[config.mk]
export PLATFORM = sky130hd
export DESIGN_NAME = rx_ring_writer
export DESIGN_NICKNAME = d
export VERILOG_FILES = /design/src/rtl/rxr_pkg.sv /design/src/rtl/rxr_ptrs.sv /design/src/rtl/rxr_frame.sv /design/src/rtl/rx_ring_writer.sv
export SDC_FILE = /design/constraint.sdc
export NUM_CORES = 1
export LEC_CHECK = 0
export CAP_MARGIN = 20
export CORE_MARGIN = 2
export CORE_UTILIZATION = 61
export CTS_BUF_LIST = sky130_fd_sc_hd__clkbuf_4 sky130_fd_sc_hd__clkbuf_8 sky130_fd_sc_hd__clkbuf_16
export DETAILED_ROUTE_END_ITERATION = 6
export PLACE_DENSITY = 0.93
export RECOVER_POWER = 25
export SLEW_MARGIN = 20
export SYNTH_ARGS = -nofsm -noshare
export SYNTH_HDL_FRONTEND = slang
export SYNTH_SLANG_ARGS = --single-unit
[constraint.sdc]
create_clock -name clk -period 2.65 [get_ports clk]
set_input_delay 0.265 -clock clk [delete_from_list [all_inputs] [get_ports clk]]
set_output_delay 0.265 -clock clk [all_outputs]
set_load 0.005 [all_outputs]
[src/rtl/rxr_pkg.sv]
package rxr_pkg;
  localparam int HDR_BYTES = 4;
  localparam int NUM_SIZES = 3;
  localparam int LEN_W     = 16;

  typedef enum logic {ST_DATA, ST_HDR} rx_st_e;

  // status: [15:13] address class, [5:1] error flags, [0] good frame
  function automatic logic [15:0] mk_status(input logic [4:0] err, input logic [2:0] kind);
    return {kind, 7'b0, err, (err == 5'd0)};
  endfunction
endpackage

[src/rtl/rxr_ptrs.sv]
module rxr_ptrs
  import rxr_pkg::*;
#(
  parameter int BASE_LEN = 8192,
  parameter int RD_BIAS  = 16,
  parameter int OFF_W    = 16
) (
  input  logic             clk,
  input  logic             rst_n,
  input  logic [1:0]       size_idx,
  input  logic             rd_load,
  input  logic [15:0]      rd_val,
  input  logic             commit,
  input  logic [OFF_W-1:0] adv,
  output logic [OFF_W-1:0] wr_off,
  output logic [OFF_W-1:0] mask,
  output logic [OFF_W-1:0] free,
  output logic             empty
);
  logic [1:0]       idx_eff;
  logic [OFF_W-1:0] size;
  logic [OFF_W-1:0] rd_q, rd_d, wr_q, wr_d;

  always_comb begin
    idx_eff = (size_idx >= 2'(NUM_SIZES)) ? 2'(NUM_SIZES - 1) : size_idx;
    size    = OFF_W'(BASE_LEN) << idx_eff;
    mask    = size - 1'b1;
    rd_d    = (rd_val[OFF_W-1:0] + OFF_W'(RD_BIAS)) & mask;
    wr_d    = (wr_q + adv) & mask;
    empty   = (rd_q == wr_q);
    free    = empty ? size : ((rd_q - wr_q) & mask);
    wr_off  = wr_q;
  end

  always_ff @(posedge clk or negedge rst_n) begin
    if (!rst_n) begin
      rd_q <= '0;
      wr_q <= '0;
    end else begin
      if (rd_load) rd_q <= rd_d;
      if (commit)  wr_q <= wr_d;
    end
  end

  p_wr_aligned_r4: assert property (@(posedge clk) disable iff (!rst_n)
    wr_q[1:0] == 2'b00);
  p_commit_nonempty_r8: assert property (@(posedge clk) disable iff (!rst_n)
    (commit && !rd_load) |=> !empty);
  p_wr_in_ring_r1: assert property (@(posedge clk) disable iff (!rst_n)
    (wr_q & ~mask) == '0);
endmodule

[src/rtl/rxr_frame.sv]
module rxr_frame
  import rxr_pkg::*;
#(
  parameter int OFF_W = 16
) (
  input  logic             clk,
  input  logic             rst_n,
  input  logic             in_valid,
  input  logic [7:0]       in_data,
  input  logic             in_last,
  input  logic [4:0]       in_err,
  input  logic [2:0]       in_kind,
  input  logic [OFF_W-1:0] wr_off,
  input  logic [OFF_W-1:0] mask,
  input  logic [OFF_W-1:0] free,
  output logic             in_ready,
  output logic             commit,
  output logic [OFF_W-1:0] adv,
  output logic             mem_we,
  output logic [OFF_W-1:0] mem_addr,
  output logic [3:0]       mem_be,
  output logic [31:0]      mem_wdata,
  output logic             evt_rx_ok,
  output logic             evt_ovf,
  output logic             evt_fifo_ovf
);
  rx_st_e           st_q, st_d;
  logic [LEN_W-1:0] cnt_q, cnt_d, len_q, len_d;
  logic [15:0]      stat_q, stat_d;
  logic             drop_q, drop_d;
  logic             we_d, ok_d, ovf_d, fifo_d;
  logic [3:0]       be_d;
  logic [OFF_W-1:0] addr_d;
  logic [31:0]      wdata_d;
  logic             accept, fits, room, load_dat;
  logic [LEN_W:0]   rel, tot;
  logic [OFF_W-1:0] bpos;

  always_comb begin
    in_ready = (st_q == ST_DATA);
    accept   = in_valid & in_ready;
    rel      = {1'b0, cnt_q} + (LEN_W+1)'(HDR_BYTES);
    fits     = rel < (LEN_W+1)'(free);
    bpos     = (wr_off + OFF_W'(rel)) & mask;
    tot      = ({1'b0, len_q} + (LEN_W+1)'(HDR_BYTES + 3)) & ~(LEN_W+1)'(3);
    room     = tot < (LEN_W+1)'(free);
    commit   = (st_q == ST_HDR) & ~drop_q & room;
    adv      = tot[OFF_W-1:0];
  end

  always_comb begin
    st_d    = st_q;
    cnt_d   = cnt_q;
    len_d   = len_q;
    stat_d  = stat_q;
    drop_d  = drop_q;
    we_d    = 1'b0;
    be_d    = '0;
    addr_d  = wr_off;
    wdata_d = {len_q, stat_q};
    ok_d    = 1'b0;
    ovf_d   = 1'b0;
    fifo_d  = in_valid & ~in_ready;
    if (st_q == ST_DATA) begin
      if (accept) begin
        if (fits) begin
          we_d    = 1'b1;
          be_d    = 4'b0001 << bpos[1:0];
          addr_d  = bpos;
          wdata_d = {4{in_data}};
        end
        drop_d = drop_q | ~fits;
        if (in_last) begin
          st_d   = ST_HDR;
          len_d  = cnt_q + 1'b1;
          stat_d = mk_status(in_err, in_kind);
          cnt_d  = '0;
        end else begin
          cnt_d = cnt_q + 1'b1;
        end
      end
    end else begin
      st_d   = ST_DATA;
      drop_d = 1'b0;
      if (commit) begin
        we_d = 1'b1;
        be_d = 4'hF;
        ok_d = stat_q[0];
      end else begin
        ovf_d = 1'b1;
      end
    end
    load_dat = we_d;
  end

  always_ff @(posedge clk or negedge rst_n) begin
    if (!rst_n) begin
      st_q         <= ST_DATA;
      cnt_q        <= '0;
      drop_q       <= 1'b0;
      mem_we       <= 1'b0;
      mem_be       <= '0;
      evt_rx_ok    <= 1'b0;
      evt_ovf      <= 1'b0;
      evt_fifo_ovf <= 1'b0;
    end else begin
      st_q         <= st_d;
      cnt_q        <= cnt_d;
      drop_q       <= drop_d;
      mem_we       <= we_d;
      mem_be       <= be_d;
      evt_rx_ok    <= ok_d;
      evt_ovf      <= ovf_d;
      evt_fifo_ovf <= fifo_d;
    end
  end

  always_ff @(posedge clk) begin
    if (accept && in_last) begin
      len_q  <= len_d;
      stat_q <= stat_d;
    end
    if (load_dat) begin
      mem_addr  <= addr_d;
      mem_wdata <= wdata_d;
    end
  end

  p_hdr_aligned_r2: assert property (@(posedge clk) disable iff (!rst_n)
    (mem_we && mem_be == 4'hF) |-> mem_addr[1:0] == 2'b00);
  p_one_lane_r12: assert property (@(posedge clk) disable iff (!rst_n)
    mem_we |-> ($countones(mem_be) == 1 || mem_be == 4'hF));
  p_hdr_gap_r9: assert property (@(posedge clk) disable iff (!rst_n)
    (accept && in_last) |=> !in_ready);
  p_ok_with_hdr_r10: assert property (@(posedge clk) disable iff (!rst_n)
    evt_rx_ok |-> (mem_we && mem_be == 4'hF && !evt_ovf));
  p_drop_no_write_r8: assert property (@(posedge clk) disable iff (!rst_n)
    evt_ovf |-> !mem_we);
  p_fifo_cause_r11: assert property (@(posedge clk) disable iff (!rst_n)
    (in_valid && !in_ready) |=> evt_fifo_ovf);
endmodule

[src/rtl/rx_ring_writer.sv]
module rx_ring_writer
  import rxr_pkg::*;
#(
  parameter  int BASE_LEN = 8192,
  parameter  int RD_BIAS  = 16,
  localparam int OFF_W    = $clog2(BASE_LEN * 4) + 1
) (
  input  logic             clk,
  input  logic             rst_n,
  input  logic [1:0]       size_idx,
  input  logic             in_valid,
  input  logic [7:0]       in_data,
  input  logic             in_last,
  input  logic [4:0]       in_err,
  input  logic [2:0]       in_kind,
  output logic             in_ready,
  input  logic             rd_ptr_wr,
  input  logic [15:0]      rd_ptr_val,
  output logic             empty,
  output logic             mem_we,
  output logic [OFF_W-1:0] mem_addr,
  output logic [3:0]       mem_be,
  output logic [31:0]      mem_wdata,
  output logic             evt_rx_ok,
  output logic             evt_ovf,
  output logic             evt_fifo_ovf
);
  logic [1:0]       rst_sync;
  logic             rst_int_n;
  logic             commit;
  logic [OFF_W-1:0] adv, wr_off, mask, free;

  always_ff @(posedge clk or negedge rst_n) begin
    if (!rst_n) rst_sync <= 2'b00;
    else        rst_sync <= {rst_sync[0], 1'b1};
  end
  assign rst_int_n = rst_sync[1];

  rxr_ptrs #(.BASE_LEN(BASE_LEN), .RD_BIAS(RD_BIAS), .OFF_W(OFF_W)) u_ptrs (
    .clk(clk), .rst_n(rst_int_n), .size_idx(size_idx),
    .rd_load(rd_ptr_wr), .rd_val(rd_ptr_val), .commit(commit), .adv(adv),
    .wr_off(wr_off), .mask(mask), .free(free), .empty(empty)
  );

  rxr_frame #(.OFF_W(OFF_W)) u_frame (
    .clk(clk), .rst_n(rst_int_n), .in_valid(in_valid), .in_data(in_data),
    .in_last(in_last), .in_err(in_err), .in_kind(in_kind),
    .wr_off(wr_off), .mask(mask), .free(free),
    .in_ready(in_ready), .commit(commit), .adv(adv),
    .mem_we(mem_we), .mem_addr(mem_addr), .mem_be(mem_be), .mem_wdata(mem_wdata),
    .evt_rx_ok(evt_rx_ok), .evt_ovf(evt_ovf), .evt_fifo_ovf(evt_fifo_ovf)
  );
endmodule

==> impl_metrics.csv, run 1 <==
group,metric,value,unit
status,status,"did not finish",
status,lastStage,"5_1_grt",
status,firstError,"[ERROR GRT-0116] Global routing finished with congestion. Check the congestion regions in the DRC Viewer.",
clock_network,clock_sinks,131,
synthesis,synth_xor_area_share,8.67,%
floorplan,ios,97,
synthesis,synth_area,7880,um2
floorplan,dieHeight,118,um
clock_network,cts_max_level,4,
synthesis,ys_ff_latch,131,
floorplan,initial_utilization,62.4,%
synthesis,synth_edf_count,73,
floorplan,fp.dieW,118,um
synthesis,synthMuxAreaShare,7.96,%
global_routing,grt_max_degree,30,
synthesis,ys_warn_count,0,
synthesis,synth.distinct_cells,55,
clock_network,root_buffer,"clkbuf_16",
synthesis,synth-adder-area-share,12.3,%
placed_design,place_hpwl,20900,um
placed_design,port-buffer-count,95,
placed_design,gp_routability_congestion,0.973,
global_routing,grt_pass1_vias,10300,
placed_design,place_area,10800,um2
synthesis,syn-mean-instance-area,11.2,um2
global_routing,grt.overflow.total,12,
synthesis,synth_compound_area_share,9.94,%
clock_network,clk_path_buf_depth,2,
synthesis,synth_cells,703,
synthesis,synth_top_family_by_area,"adder cells",
synthesis,ys.flop_type,"edfxtp_1",
synthesis,synthArstFlopShare,44.3,%
global_routing,grt_usage,67.1,%
global_routing,grt_pass1_wl,67500,um
synthesis,ys_seq_area_share,46.3,%
floorplan,std_cell_rows,41,
synthesis,synth-simple-area-share,12.1,%
clock_network,cts_buffers,17,
placed_design,place_ws,-2.01,ns
==> stage by stage <==
| stage | setup TNS [ns] | instances | util, % |
|---|---|---|---|
| after floorplan | -165.86 | 704 | - |
| after global placement | -178.26 | 1158 | 85.4 |
| after detailed placement | -218.55 | 1158 | 85.4 |
| after CTS | -224.21 | 1204 | 92.9 |
==> synth_stat cells, drive strengths merged, types with 3 or more instances <==
library cell | number | area share [%]
nor2 | 41 | 2.0
clkbuf | 13 | 0.64
a211oi | 5 | 0.64
o21a | 5 | 0.48
nor2b | 10 | 0.79
ha | 75 | 12
nor3 | 12 | 0.76
inv | 28 | 1.3
xnor2 | 39 | 4.3
and3 | 9 | 0.71
buf | 6 | 0.65
or2 | 6 | 0.48
nand3 | 23 | 1.5
o31ai | 4 | 0.38
edfxtp | 73 | 28
nand4 | 9 | 0.71
nor3b | 3 | 0.35
mux2 | 37 | 5.3
a31oi | 5 | 0.40
a22o | 11 | 1.2
nand2 | 45 | 2.1
dfrtp | 58 | 18
o21bai | 4 | 0.38
a21o | 12 | 1.1
or3 | 4 | 0.32
a21oi | 31 | 2.0
o21ai | 28 | 1.8
mux2i | 21 | 2.7
o211ai | 3 | 0.29
xor2 | 39 | 4.3
and2 | 16 | 1.3
o2111ai | 3 | 0.33
nand2b | 4 | 0.32
==> routing by layer <==
layer,overflow,GRT usage (%)
met5,0,11.0
met4,5,66.4
met1,0,66.5
met3,0,48.0
met2,7,88.0
==> cells by family after synthesis <==
group,Yosys count
adders and majority gates,77
muxes,58
xor gates and xnor gates,78
and+or+nand+nor,190
other,2
DFF,131
buffers and inverters,47
AOI/OAI and AO/OA,120
==> repair_timing <==
action / in CTS
endpoints found under the hold margin: 2
setup endpoints to repair: 119
setup buffers: 11
hold buffers: 1
pin swaps: 25
cloned: 2
gates resized for setup: 57
==> inputs of run 2 (changes only) <==
- CORE_UTILIZATION: 61 -> 40
- CTS_BUF_LIST: sky130_fd_sc_hd__clkbuf_4 sky130_fd_sc_hd__clkbuf_8 sky130_fd_sc_hd__clkbuf_16 -> unset
- PLACE_DENSITY: 0.93 -> unset
- PLACE_DENSITY_LB_ADDON: unset -> 0.15
==> run 2 against run 1 <==
Effect of this change:
- the flow now finishes, with violations (capacitance limit, slew limit, setup timing)
- area after synthesis stayed put
- synthesized cell count unchanged
==> impl_metrics.csv, run 2 <==
group,metric,value,unit
status,status,"complete, but fails checks",
status,violations,"capacitance limit, slew limit, setup timing",
finish,largest_reg_flops,32,
critical_path,end_kind,"flop",
floorplan,std_cell_rows,51,
routing,vias_per_cell,4.98,
synthesis,synth_top_family_by_area,"adder cells",
timing,hold_violations,0,
placed_design,place_ws,-1.86,ns
global_routing,grt_pass1_wl,35700,um
routing,route.vias.total,6547,
finish,top_register,"u_frame.mem_wdata",
placed_design,place_hpwl,17200,um
timing,worst_pin_slew,1.52,ns
timing,slew_violations,29,
synthesis,ys.flop_type,"edfxtp_1",
hold_path,hold_path_class,"reg -> reg",
floorplan,initial_utilization,40.6,%
timing,setup_viol,119,
routing,routedWlPerCell,17.4,um
global_routing,grt_antenna_before_repair,0,
finish,diodes,0,
timing,rsz0062_at_grt,"yes",
routing,drtIter0Drc,353,
routing,dr.pass1.iters,5,
finish,finish.net_count,1152,
timing,fin_crit_sh,171,%
routing,drt-total-wl,22900,um
timing,max_freq,220,MHz
critical_path,cp_data_arrival_time,4.71,ns
critical_path,worst-path-max-fanout,8,
clock_network,cts_buffers,17,
global_routing,grt.overflow.total,0,
critical_path,crit_required,2.82,ns
synthesis,yosysTopAreaCellShare,27.8,%
global_routing,grt_max_degree,32,
clock_network,cts.reportedPaths.clkPinSlew,0.06,ns
timing,max_slew_margin,-1.07,%
placed_design,port-buffer-count,95,
synthesis,ys_top_cells_by_area,"edfxtp_1 (28%), dfrtp_1 (18%), ha_1 (12%), mux2_2 (4.9%), xnor2_1 (4.3%)",
finish,most-common-layout-cells,"buf_4 (202), clkdlybuf4s50_1 (84), edfxtp_1 (73), ha_1 (61), dfrtp_1 (58)",
synthesis,ys_ff_latch,131,
synthesis,synth_edf_count,73,
finish,final_common_cell,"buf_4",
finish,area_growth,53.9,%
synthesis,synth.distinct_cells,55,
timing,skew,0.00912,ns
timing,fin_crit,4.54,ns
run,drv_cap,1,
critical_path,critPathLaunchType,"flop",
synthesis,synthArstFlopShare,44.3,%
clock_network,root_buffer,"clkbuf_16",
synthesis,synth_compound_area_share,9.94,%
critical_path,r2r_cells,21,
clock_network,clk_path_buf_depth,2,
clock_network,cts_max_level,4,
synthesis,synth_area,7880,um2
placed_design,gp_routability_congestion,0.916,
floorplan,fp.dieW,144,um
synthesis,yosys-top-cells-count,"ha_1 (75), edfxtp_1 (73), dfrtp_1 (58), nand2_1 (45), nor2_1 (41)",
synthesis,synth_cells,703,
synthesis,syn-mean-instance-area,11.2,um2
floorplan,dieArea,20800,um2
finish,fin_cells,1315,
power,powerDensity,913,nW/um2
timing,setup_ws,-1.89,ns
synthesis,synth_xor_area_share,8.67,%
clock_network,cts_tree,"built",
routing,route.detailed.drc,0,
floorplan,dieHeight,144,um
routing,ant_nets,0,
hold_path,whs_path_depth,0,
clock_network,insertion_delay,0.42,ns
clock_network,clock_sinks,131,
global_routing,grt_pass1_vias,6986,
floorplan,coreArea,19400,um2
critical_path,worstSetupPathType,"reg -> reg",
synthesis,synthMuxAreaShare,7.96,%
placed_design,place_inst,1256,
synthesis,ys_seq_area_share,46.3,%
floorplan,ios,97,
power,p_leak,5.39,nW
global_routing,grt_usage,22.4,%
synthesis,synth-adder-area-share,12.3,%
power,irDropWorstVdd,0.000779,V
synthesis,synth_top_cell_by_area,"edfxtp_1",
synthesis,synth-simple-area-share,12.1,%
synthesis,yosysMostFrequentCell,"ha_1",
synthesis,ys_warn_count,0,
finish,drive_gt1_share,34.9,%
==> run 2: worst paths after layout <==
check / slack [ns] / end / start
worst min-delay path: 0.36 / rst_sync[1] / rst_sync[0]
worst min register to register: 0.36 / rst_sync[1] / rst_sync[0]
max in group asynchronous: 1.11 / u_ptrs.rd_q[15] / rst_sync[1]
min in group asynchronous: 0.59 / rst_sync[0] / rst_n
worst max register to register: -1.89 / u_frame.mem_wdata[18] / u_ptrs.wr_off[2]
worst max-delay path: -1.89 / u_frame.mem_wdata[18] / u_ptrs.wr_off[2]
==> run 2: metrics by stage <==
step           utilization [%]  power, W  hold WS (ns)  setup TNS, ns  instance area (um2)
6_report                  62.5    0.0111         0.359        -203.07                12100
3_5_place_dp              56.3   0.00784         0.347        -206.36                10900
3_3_place_gp              56.3   0.00767         0.340        -196.84                10900
4_1_cts                   60.9    0.0106         0.363        -187.40                11800
5_1_grt                   62.5    0.0118         0.371        -220.35                12100
2_1_floorplan                -   0.00542       -0.0306        -165.86                 8100
==> run 2: final cells by class <==
| type | instances | area (um2) |
|---|---|---|
| fillers | 1597 | 7280 |
| multi-input cells | 526 | 4520 |
| flip-flops and latches | 131 | 3640 |
| repair buffers | 333 | 2940 |
| clock buffers | 17 | 425 |
| well taps | 265 | 332 |
| clock inverters | 15 | 144 |
| inverters | 28 | 105 |
==> run 2: cells by family after synthesis <==
kind of cell,Yosys count
AO/OA/AOI/OAI,120
XOR/XNOR,78
adder cells (fa/ha/maj),77
buffers and inverters,47
flip-flops,131
multiplexers,58
other,2
AND/OR/NAND/NOR,190
==> run 2: critical path, stage by stage (launching register included) <==
cell	delay, ns
dfrtp_1	0.39
inv_2	0.07
ha_4	0.21
o21a_1	0.18
o21ai_1	0.12
nand2b_1	0.10
a21oi_2	0.17
inv_1	0.07
a21oi_2	0.20
xor2_2	0.21
ha_1	0.28
and4_4	0.16
a21oi_2	0.15
a31oi_2	0.13
a2111oi_2	0.39
o21bai_1	0.11
maj3_2	0.34
a211oi_4	0.27
buf_6	0.16
clkbuf_16	0.15
buf_12	0.12
mux2_4	0.30
==> run 2: timing repair <==
action,4_1_cts,5_1_grt
cloned,0,1
setup endpoints to repair,119,119
resized for setup,53,37
setup buffers,29,14
pin swaps,15,21
endpoints found under the hold margin,2,0
hold buffers,1,0
==> run 2: routing by layer <==
metal	vias to the layer above	global-route usage [%]	routed length [um]
li1	3210	-	-
met1	3123	28.5	10100
met2	171	38.3	11300
met3	43	3.64	867
met4	0	8.89	567
met5	-	0	0
==> run 2: power by group <==
| group | total (W) | internal [W] | switching (W) |
|---|---|---|---|
| logic | 0.00616 | 0.00337 | 0.00279 |
| registers | 0.00262 | 0.00248 | 0.000142 |
| clock network | 0.00228 | 0.00124 | 0.00104 |
| total | 0.0111 | 0.00709 | 0.00397 |
Power figures use the tool's default switching activity.
